[config.mk]
export PLATFORM = sky130hd
export DESIGN_NAME = snp_req_buf
export DESIGN_NICKNAME = d
export VERILOG_FILES = /design/src/rtl/snp_pkg.sv /design/src/rtl/snp_fifo.sv /design/src/rtl/snp_reply_slot.sv /design/src/rtl/snp_nack_trk.sv /design/src/rtl/snp_req_buf.sv
export SDC_FILE = /design/constraint.sdc
export NUM_CORES = 1
export LEC_CHECK = 0
export ABC_AREA = 1
export ABC_CLOCK_PERIOD_IN_PS = 2000
export BUFFER_PORTS_ARGS = -buffer_cell sky130_fd_sc_hd__buf_2
export CAP_MARGIN = 20
export CORE_MARGIN = 2
export CORE_UTILIZATION = 45
export CTS_BUF_LIST = sky130_fd_sc_hd__clkbuf_8
export CTS_CLUSTER_SIZE = 25
export DETAILED_ROUTE_END_ITERATION = 12
export PLACE_DENSITY = 0.66
export SYNTH_ARGS = -nofsm -noshare
export SYNTH_HDL_FRONTEND = slang
export SYNTH_SLANG_ARGS = --single-unit
[constraint.sdc]
create_clock -name clk -period 2 [get_ports clk]
set_input_delay 0.3 -clock clk [delete_from_list [all_inputs] [get_ports clk]]
set_output_delay 0.3 -clock clk [all_outputs]
set_load 0.02 [all_outputs]
[src/rtl/snp_pkg.sv]
package snp_pkg;

  // Whether an arriving transaction can be stored this cycle.
  function automatic logic take_ok(input logic is_reply,
                                   input logic pool_full,
                                   input logic slot_full);
    return is_reply ? (!slot_full || !pool_full) : !pool_full;
  endfunction

  // Replies go to the reserved entry whenever it is free.
  function automatic logic goes_to_slot(input logic is_reply,
                                        input logic slot_full);
    return is_reply && !slot_full;
  endfunction

  // Only requests are ever refused.
  function automatic logic refuse(input logic is_reply,
                                  input logic pool_full);
    return !is_reply && pool_full;
  endfunction

endpackage

[src/rtl/snp_fifo.sv]
module snp_fifo #(
  parameter int WIDTH = 8,
  parameter int DEPTH = 4,
  localparam int PTR_W = (DEPTH > 1) ? $clog2(DEPTH) : 1,
  localparam int CNT_W = $clog2(DEPTH + 1)
) (
  input  logic             clk,
  input  logic             rst_n,
  input  logic             push,
  input  logic [WIDTH-1:0] push_data,
  input  logic             pop,
  output logic [WIDTH-1:0] head,
  output logic             empty,
  output logic             full,
  output logic [CNT_W-1:0] count
);
  logic [WIDTH-1:0] mem [DEPTH];
  logic [PTR_W-1:0] rd_ptr, wr_ptr;

  function automatic logic [PTR_W-1:0] bump(input logic [PTR_W-1:0] p);
    return (p == PTR_W'(DEPTH - 1)) ? '0 : p + 1'b1;
  endfunction

  assign head  = mem[rd_ptr];
  assign empty = (count == '0);
  assign full  = (count == CNT_W'(DEPTH));

  always_ff @(posedge clk) begin
    if (push) mem[wr_ptr] <= push_data;
  end

  always_ff @(posedge clk) begin
    if (!rst_n) begin
      rd_ptr <= '0;
      wr_ptr <= '0;
      count  <= '0;
    end else begin
      if (push) wr_ptr <= bump(wr_ptr);
      if (pop)  rd_ptr <= bump(rd_ptr);
      case ({push, pop})
        2'b10:   count <= count + 1'b1;
        2'b01:   count <= count - 1'b1;
        default: count <= count;
      endcase
    end
  end
endmodule

[src/rtl/snp_reply_slot.sv]
module snp_reply_slot #(
  parameter int WIDTH = 8
) (
  input  logic             clk,
  input  logic             rst_n,
  input  logic             load,
  input  logic [WIDTH-1:0] load_data,
  input  logic             unload,
  output logic             full,
  output logic [WIDTH-1:0] data
);
  always_ff @(posedge clk) begin
    if (!rst_n) begin
      full <= 1'b0;
      data <= '0;
    end else if (load) begin
      full <= 1'b1;
      data <= load_data;
    end else if (unload) begin
      full <= 1'b0;
    end
  end
endmodule

[src/rtl/snp_nack_trk.sv]
module snp_nack_trk #(
  parameter int NUM_PROCS = 4,
  parameter int ID_W      = 2
) (
  input  logic                 clk,
  input  logic                 rst_n,
  input  logic                 nack_fire,
  input  logic                 req_take,
  input  logic [ID_W-1:0]      src_id,
  output logic [NUM_PROCS-1:0] mask
);
  for (genvar p = 0; p < NUM_PROCS; p++) begin : g_src
    logic hit;
    assign hit = (src_id == ID_W'(p));
    always_ff @(posedge clk) begin
      if (!rst_n)                mask[p] <= 1'b0;
      else if (nack_fire && hit) mask[p] <= 1'b1;
      else if (req_take && hit)  mask[p] <= 1'b0;
    end
  end
endmodule

[src/rtl/snp_req_buf.sv]
module snp_req_buf
  import snp_pkg::*;
#(
  parameter int NUM_PROCS    = 4,
  parameter int SHARED_SLOTS = NUM_PROCS,
  parameter int PAY_W        = 16,
  localparam int ID_W  = (NUM_PROCS > 1) ? $clog2(NUM_PROCS) : 1,
  localparam int ENT_W = 1 + ID_W + PAY_W,
  localparam int CNT_W = $clog2(SHARED_SLOTS + 1)
) (
  input  logic                 clk,
  input  logic                 rst_n,
  input  logic                 in_valid,
  input  logic                 in_is_reply,
  input  logic [ID_W-1:0]      in_src_id,
  input  logic [PAY_W-1:0]     in_payload,
  output logic                 in_ready,
  output logic                 in_nack,
  output logic                 deq_valid,
  output logic                 deq_is_reply,
  output logic [ID_W-1:0]      deq_src_id,
  output logic [PAY_W-1:0]     deq_payload,
  input  logic                 deq_ready,
  output logic [NUM_PROCS-1:0] prio_mask,
  output logic                 prio_any,
  input  logic                 loc_req_want,
  input  logic                 loc_resp_owed,
  output logic                 loc_req_go
);
  // Internal event wires, named for the checker.
  logic             ev_accept, ev_nack, ev_slot_load, ev_pool_push, ev_deq;
  logic             pool_full, pool_empty, slot_full;
  logic [CNT_W-1:0] pool_cnt;
  logic [ENT_W-1:0] in_ent, pool_head, slot_data, head_ent;

  assign in_ent = {in_is_reply, in_src_id, in_payload};

  // Bus-side decision, from registered occupancy only.
  assign in_ready     = take_ok(in_is_reply, pool_full, slot_full);
  assign ev_nack      = in_valid && refuse(in_is_reply, pool_full);
  assign in_nack      = ev_nack;
  assign ev_accept    = in_valid && in_ready;
  assign ev_slot_load = ev_accept && goes_to_slot(in_is_reply, slot_full);
  assign ev_pool_push = ev_accept && !ev_slot_load;

  // Dequeue side: the reserved reply bypasses the pool.
  assign deq_valid = slot_full || !pool_empty;
  assign ev_deq    = deq_valid && deq_ready;
  assign head_ent  = slot_full ? slot_data : pool_head;
  assign {deq_is_reply, deq_src_id, deq_payload} = head_ent;

  snp_fifo #(.WIDTH(ENT_W), .DEPTH(SHARED_SLOTS)) u_pool (
    .clk       (clk),
    .rst_n     (rst_n),
    .push      (ev_pool_push),
    .push_data (in_ent),
    .pop       (ev_deq && !slot_full),
    .head      (pool_head),
    .empty     (pool_empty),
    .full      (pool_full),
    .count     (pool_cnt)
  );

  snp_reply_slot #(.WIDTH(ENT_W)) u_slot (
    .clk       (clk),
    .rst_n     (rst_n),
    .load      (ev_slot_load),
    .load_data (in_ent),
    .unload    (ev_deq && slot_full),
    .full      (slot_full),
    .data      (slot_data)
  );

  snp_nack_trk #(.NUM_PROCS(NUM_PROCS), .ID_W(ID_W)) u_trk (
    .clk       (clk),
    .rst_n     (rst_n),
    .nack_fire (ev_nack),
    .req_take  (ev_accept && !in_is_reply),
    .src_id    (in_src_id),
    .mask      (prio_mask)
  );

  assign prio_any = |prio_mask;

  // A response this cache owes wins over any new local request.
  assign loc_req_go = loc_req_want && !loc_resp_owed;
endmodule

==> impl_metrics.csv, run 1 <==
group,metric,value,unit
run_status,status,"complete, no violations",
finish,finalNonFillerCells,738,
power_and_ir_drop,p_comb_share,29.0,%
placement,dp.cells,722,
hold_path,min-delay-start,"in_payload[5]",
die,die_w,108,um
placement,portBuffers,52,
route,drt_iter0_drc,303,
die,fp.dieArea,0.0116,mm^2
route,routed_via_density,4.70,
finish,fillCellCount,937,
cts,cts_made_buffers,9,
timing,fmax,546,MHz
global_route,grt_util_all_layers,17.1,%
cts,clkLatencyLatePin,0.36,ns
cts,cts_setup_buffers,0,
die,core_area,0.0104,mm^2
power_and_ir_drop,p_total,5.55,mW
timing,max-slew-margin-rel,64.9,%
cts,cts_root_buf,"clkbuf_8",
cts,cts_buffer_depth,2,
setup_path,crit_path_max_incr_delay,0.39,ns
finish,multiInputGateArea,0.00129,mm^2
cts,htreeDepth,3,
route,route.detailed.drc,0,
timing,final_hold_viol_count,0,
power_and_ir_drop,p_int,3.72,mW
hold_path,hold_path_end,"u_pool.mem[2][5]",
logic_synthesis,syn_nets,571,
power_and_ir_drop,power_switching,1.84,mW
logic_synthesis,syn_area,0.00484,mm^2
finish,final_nets,629,
placement,post-dp-hpwl,6140,um
global_route,grt_pass1_wl,15300,um
power_and_ir_drop,power.leakage,2.57,nW
finish,final_util,52.9,%
route,wl_per_cell,12.4,um
timing,drv_slew,0,
logic_synthesis,syn_inst,539,
die,initial_utilization,46.7,%
logic_synthesis,synth.distinct_cells,20,
finish,drive_above_1_share,15.0,%
logic_synthesis,synth_top_area_share,47.2,%
setup_path,rr_endpoint,"u_pool.count[2]",
logic_synthesis,yosysWarnings,0,
timing,post-route-period-util,91.5,%
timing,fin_setup_tns,0,ns
logic_synthesis,syn_avg_cell_area,8.98,um^2
setup_path,cp-start-kind,"flop",
power_and_ir_drop,powerDensity,1010,mW/mm^2
flow_run,max_cap_violations,0,
power_and_ir_drop,power_frac_clock,23.7,%
logic_synthesis,seq_area_frac_synth,60.8,%
finish,n_antenna_cell,0,
timing,setup_violations,0,
setup_path,path_class,"reg2out",
logic_synthesis,synth_top_cell_by_area,"edfxtp_1",
setup_path,r2r_start,"u_pool.count[0]",
hold_path,whs_path_depth,1,
finish,area_delta_synth_final,13.3,%
setup_path,r2r_slack,0.18,ns
setup_path,cp_num_buf_inv,3,
route,dr.pass1.iters,4,
setup_path,endpoint_kind,"output pin",
power_and_ir_drop,peakVddDrop,0.446,mV
power_and_ir_drop,p_seq_share,47.3,%
route,vias,3465,
route,ant_nets,0,
route,wirelength,9170,um
logic_synthesis,synthTopCellsByArea,"edfxtp_1, dfxtp_1, nand2_1, inv_1, nand3_1",
cts,cts_sinks,109,
setup_path,crit_chain,"inv_1, buf_4, nand2_1, o21ai_1, buf_2",
finish,seq_area,0.00294,mm^2
setup_path,r2r_cells,12,
timing,worstMarginPinSlew,0.527,ns
placement,place_congestion,0.737,
hold_path,hold_class,"in2reg",
global_route,grt_max_degree,41,
die,num_io_pins,53,
setup_path,arrival,1.53,ns
timing,finClkSkew,0.0100,ns
setup_path,slowest_stage,"buf_4",
logic_synthesis,synth_seq_cells,109,
global_route,gr-total-overflow,0,
global_route,grt_pass1_vias,3331,
setup_path,required,1.70,ns
setup_path,path_max_fanout,40,
timing,rsz0062_at_grt,"no",
power_and_ir_drop,p_sw_share,33.1,%
timing,period_needed,1.83,ns
setup_path,cp_top_family,"buffers and inverters",
die,row_count,37,
global_route,antenna_found_initial,0,
cts,clkSlewWorstSetupHoldPaths,0.10,ns
die,die_h,108,um
cts,cts_tree,"yes",
[worst max path at each step]
| stage | from | endpoint | slack, ns | cells after the start |
|---|---|---|---|---|
| 2_1_floorplan | u_pool.count[1] | u_pool.mem[0][0] | 0.05 | 4 |
| 3_3_place_gp | in_is_reply | u_pool.count[2] | 0.19 | 12 |
| 4_1_cts | flop | deq_payload[4] | 0.06 | 8 |
| 6_report | u_slot.full | deq_payload[0] | 0.17 | 5 |
| 5_1_grt | u_pool.count[1] | u_pool.count[2] | 0.01 | 12 |
| 3_5_place_dp | in_is_reply | u_pool.count[2] | 0.08 | 12 |
[area by class of cell]
cell class | instances | share of cell area [%]
flip-flops and latches | 109 | 53.7
multi-input cells | 284 | 23.6
inverters | 124 | 8.58
repair buffers | 69 | 7.37
well taps | 136 | 3.10
clock buffers | 10 | 2.51
clock inverters | 6 | 1.14
[synthesized netlist by cell type (all sizes together)]
| cell | number |
|---|---|
| nand4 | 2 |
| o21ai | 41 |
| edfxtp | 76 |
| clkbuf | 6 |
| a21oi | 25 |
| nand2 | 135 |
| fa | 1 |
| nand3 | 46 |
| dfxtp | 33 |
| ha | 6 |
| buf | 16 |
| nor2 | 28 |
| inv | 124 |
[cells by family after synthesis]
family | share of synthesized area (%)
buffers and inverters | 12.5
and+or+nand+nor | 17.9
AOI/OAI and AO/OA | 6.83
adders and majority gates | 1.96
DFF | 60.8
[through the flow]
stage	cell area [um^2]	worst slack [ns]	hold slack [ns]
after floorplan	4840	0.0520	0.399
final	5480	0.170	0.168
after global routing	5480	0.0108	0.153
after CTS	5470	0.0618	0.152
after global placement	5270	0.192	0.434
after detailed placement	5270	0.0842	0.439
[routing by layer]
metal	vias to the layer above	wire, um	track usage [%]
li1	1794	-	-
met1	1591	4170	22.1
met2	70	4530	28.7
met3	10	375	2.91
met4	0	93	6.78
met5	-	0	0
[what timing repair did]
| action | 4_1_cts | 5_1_grt |
|---|---|---|
| resized for setup | 0 | 6 |
| hold buffers | 0 | 0 |
| endpoints found under the setup margin | 0 | 16 |
[registers in the layout, indices dropped and copies added (netlist names), named ones only]
register and cells:
u_pool.mem 76, u_slot.data 19, u_trk.mask 4, u_pool.count 3, u_pool.rd_ptr 2, u_pool.wr_ptr 2
u_slot.full 1
[layout by cell type, fill, tap and decap left out]
cell       synthesis  routed
nand2_1          135     135
inv_1            121     122
edfxtp_1          76      76
buf_2              6      52
nand3_1           45      45
dfxtp_1           33      32
o21ai_0           27      27
nor2_1            27      26
a21oi_1           25      25
buf_4              5      15
o21ai_1           14      14
clkbuf_8           0      10
ha_1               6       6
inv_4              0       2
nand4_1            2       2
nor2_2             0       1
nand3_2            1       1
inv_2              3       1
nor2_4             1       1
fa_1               1       1
dfxtp_2            0       1
bufinv_16          0       1
inv_8              0       1
clkinv_2           0       1
clkinv_1           0       1
clkinv_4           0       1
buf_12             0       1
buf_6              4       1
[power groups by stage]
stage	Combinational [mW]	Clock, mW	Sequential, mW
after floorplan	1.14	0	2.66
after global placement	1.58	0	2.66
after detailed placement	1.62	0	2.67
after CTS	1.62	1.34	2.62
after global routing	1.82	1.44	2.64
final	1.61	1.32	2.63
No activity file was read; power rests on OpenSTA's default activity.
==> run 2: changes to the inputs <==
- ABC_CLOCK_PERIOD_IN_PS: 2000 -> 1600
- PLACE_DENSITY: 0.66 -> 0.67
- SYNTH_HIERARCHICAL: default -> 1
- clock period: 2 -> 1.6 ns (I/O delays scaled with it)
==> impl_metrics.csv, run 2 <==
group,metric,value,unit
run_status,status,"complete, but fails checks",
run_status,violations,"negative setup slack",
hold_path,min-delay-start,"in_payload[1]",
finish,final_util,57.7,%
route,route.detailed.drc,0,
timing,worstMarginPinSlew,0.484,ns
setup_path,path_max_fanout,14,
logic_synthesis,synth.distinct_cells,25,
finish,largestRegisters,"u_pool/mem (76), u_slot/data (19), u_trk/mask (4)",
cts,clkSlewWorstSetupHoldPaths,0.09,ns
power_and_ir_drop,p_seq_share,45.4,%
finish,final_cell_mix,"edfxtp_1, nor2_1, nand2_1",
timing,finClkSkew,0.00602,ns
logic_synthesis,synth_seq_cells,109,
cts,cts_sinks,109,
cts,cts_root_buf,"clkbuf_8",
global_route,grt_pass1_wl,16600,um
logic_synthesis,yosys.cell_count.top_type,"nand2_1",
timing,whs,0.0982,ns
route,wirelength,10300,um
placement,post-dp-hpwl,6080,um
timing,drv_slew,0,
cts,clkLatencyLatePin,0.37,ns
logic_synthesis,syn_nets,468,
placement,placed_area,0.00511,mm^2
setup_path,required,1.36,ns
logic_synthesis,synth_top_cell_by_area,"edfxtp_1",
global_route,grt_pass1_vias,3341,
timing,fmax,563,MHz
logic_synthesis,synthTopCellsByArea,"edfxtp_1, dfxtp_1, o21ai_0, nand2_1, nor2_1",
timing,timing.final.ws_setup,-0.176,ns
setup_path,rr_endpoint,"u_pool/count[2]",
logic_synthesis,synth_flop_cell,"edfxtp_1",
global_route,gr-total-overflow,0,
timing,setup_violations,22,
global_route,antenna_found_initial,1,
timing,period_needed,1.78,ns
global_route,grt_max_degree,28,
cts,hold_buffers,0,
placement,portBuffers,52,
die,initial_utilization,46.4,%
die,fp.dieArea,0.0109,mm^2
hold_path,hold_class,"in2reg",
setup_path,r2r_slack,-0.17,ns
power_and_ir_drop,peakVddDrop,0.680,mV
logic_synthesis,synth_top_area_share,50.3,%
flow_run,max_cap_violations,0,
logic_synthesis,syn_area,0.00454,mm^2
timing,post-route-period-util,111,%
power_and_ir_drop,power_frac_clock,22.0,%
logic_synthesis,syn_avg_cell_area,10.4,um^2
setup_path,r2r_start,"u_pool/count[0]",
placement,place_ws,-0.196,ns
logic_synthesis,yosysWarnings,6,
setup_path,arrival,1.54,ns
power_and_ir_drop,p_comb_share,32.6,%
cts,cts_buffer_depth,2,
finish,area_delta_synth_final,24.4,%
power_and_ir_drop,power_switching,2.32,mW
finish,final_nets,546,
placement,place_congestion,0.778,
timing,rsz0062_at_grt,"yes",
cts,cts_made_buffers,9,
cts,cts_tree,"yes",
die,core_area,0.00977,mm^2
logic_synthesis,syn_inst,436,
route,routed_via_density,5.11,
setup_path,cp-start-kind,"flop",
timing,max-slew-margin-rel,67.7,%
logic_synthesis,synth_edf_count,76,
global_route,grt_util_all_layers,19.7,%
route,wl_per_cell,15.8,um
route,ant_nets,0,
logic_synthesis,synth-async-reset-ratio,0,%
die,num_io_pins,53,
route,vias,3340,
logic_synthesis,seq_area_frac_synth,64.9,%
die,row_count,36,
cts,htreeDepth,3,
setup_path,endpoint_kind,"output pin",
power_and_ir_drop,power.leakage,2.28,nW
setup_path,r2r_cells,13,
die,die_h,104,um
finish,drive_above_1_share,29.3,%
finish,fillCellCount,837,
hold_path,whs_path_depth,1,
finish,fin_area,0.00564,mm^2
power_and_ir_drop,p_int,5.02,mW
finish,layout_commonest_cell,"edfxtp_1",
finish,largest_reg_flops,76,
power_and_ir_drop,p_sw_share,31.6,%
power_and_ir_drop,powerDensity,1300,mW/mm^2
setup_path,path_class,"reg2out",
logic_synthesis,synth.cells.most_frequent,"nand2_1, edfxtp_1, nor2_1",
timing,fin_setup_tns,-2.93,ns
hold_path,hold_path_end,"u_pool/mem[2][1]",
route,drt_iter0_drc,217,
timing,final_hold_viol_count,0,
die,die_w,104,um
route,dr.pass1.iters,4,
finish,largest-register,"u_pool/mem",
-- run 2: cell count changes after synthesis, moves of 3 or more --
cell and delta:
nor2_2 +12, buf_4 -3, nand2_1 -58, clkbuf_1 -4, nor3_1 +6, nand3_1 -37
buf_6 +3, inv_1 -96, a21oi_1 -16, o22ai_1 +19, o21ai_0 +32, nor2_1 +49
o21ai_1 -14
-- run 2: worst max-delay path by stage --
stage,from,endpoint,cells after the start
2_1_floorplan,u_pool/count[2],u_pool/count[2],15
3_3_place_gp,u_pool/count[2],u_pool/count[2],15
3_5_place_dp,u_pool/count[2],u_pool/count[2],14
4_1_cts,flop,deq_payload[8],7
5_1_grt,flop,deq_payload[14],7
6_report,flop,deq_payload[14],7
-- run 2: layer usage --
| layer | up-vias | routed length [um] | global-route usage, % |
|---|---|---|---|
| li1 | 1635 | - | - |
| met4 | 0 | 240 | 10.5 |
| met3 | 20 | 459 | 3.45 |
| met1 | 1600 | 4520 | 24.9 |
| met5 | - | 0 | 0 |
| met2 | 85 | 5070 | 32.4 |
-- run 2: final cells by class --
type	instances	area, um^2	area share, %
antenna	1	2.50	0.0443
clock buffer	10	138	2.44
clock inverter	6	53.8	0.953
inverter	29	121	2.15
multi-input combinational	277	1430	25.3
sequential	109	2950	52.4
tap	133	166	2.95
timing repair buffer	88	781	13.8
-- run 2: critical path, stage by stage (launching register included) --
cell and delay (ns):
dfxtp_4 0.39, inv_8 0.10, buf_12 0.15, nor2_1 0.06, o22ai_1 0.15, nand2_1 0.09, nand2_2 0.09, buf_4 0.14
-- run 2: timing repair --
| action | 4_1_cts | 5_1_grt |
|---|---|---|
| cloned | 1 | 1 |
| pin swaps | 12 | 4 |
| gates resized for setup | 71 | 16 |
| setup buffers | 8 | 2 |
| setup endpoints to repair | 22 | 27 |
-- run 2: cell families after synthesis --
logic type / share of synthesized area (%)
buffers and inverters: 6.34
AOI/OAI and AO/OA: 10.7
adders and majority gates: 2.10
DFF: 64.9
and+or+nand+nor: 16.0
-- run 2: metrics by stage --
stage,std cells,power (mW)
after floorplan,436,4.61
after global routing,652,7.71
final,653,7.34
after detailed placement,627,5.27
after CTS,652,7.26
after global placement,627,5.22
-- run 2: power groups by stage --
stage                     Clock (mW)  Combinational [mW]  Sequential [mW]
after CTS                       1.65                2.28             3.33
after floorplan                    0                1.27             3.34
after detailed placement           0                1.90             3.36
after global routing            1.75                2.61             3.35
after global placement             0                1.86             3.35
final                           1.62                2.39             3.33
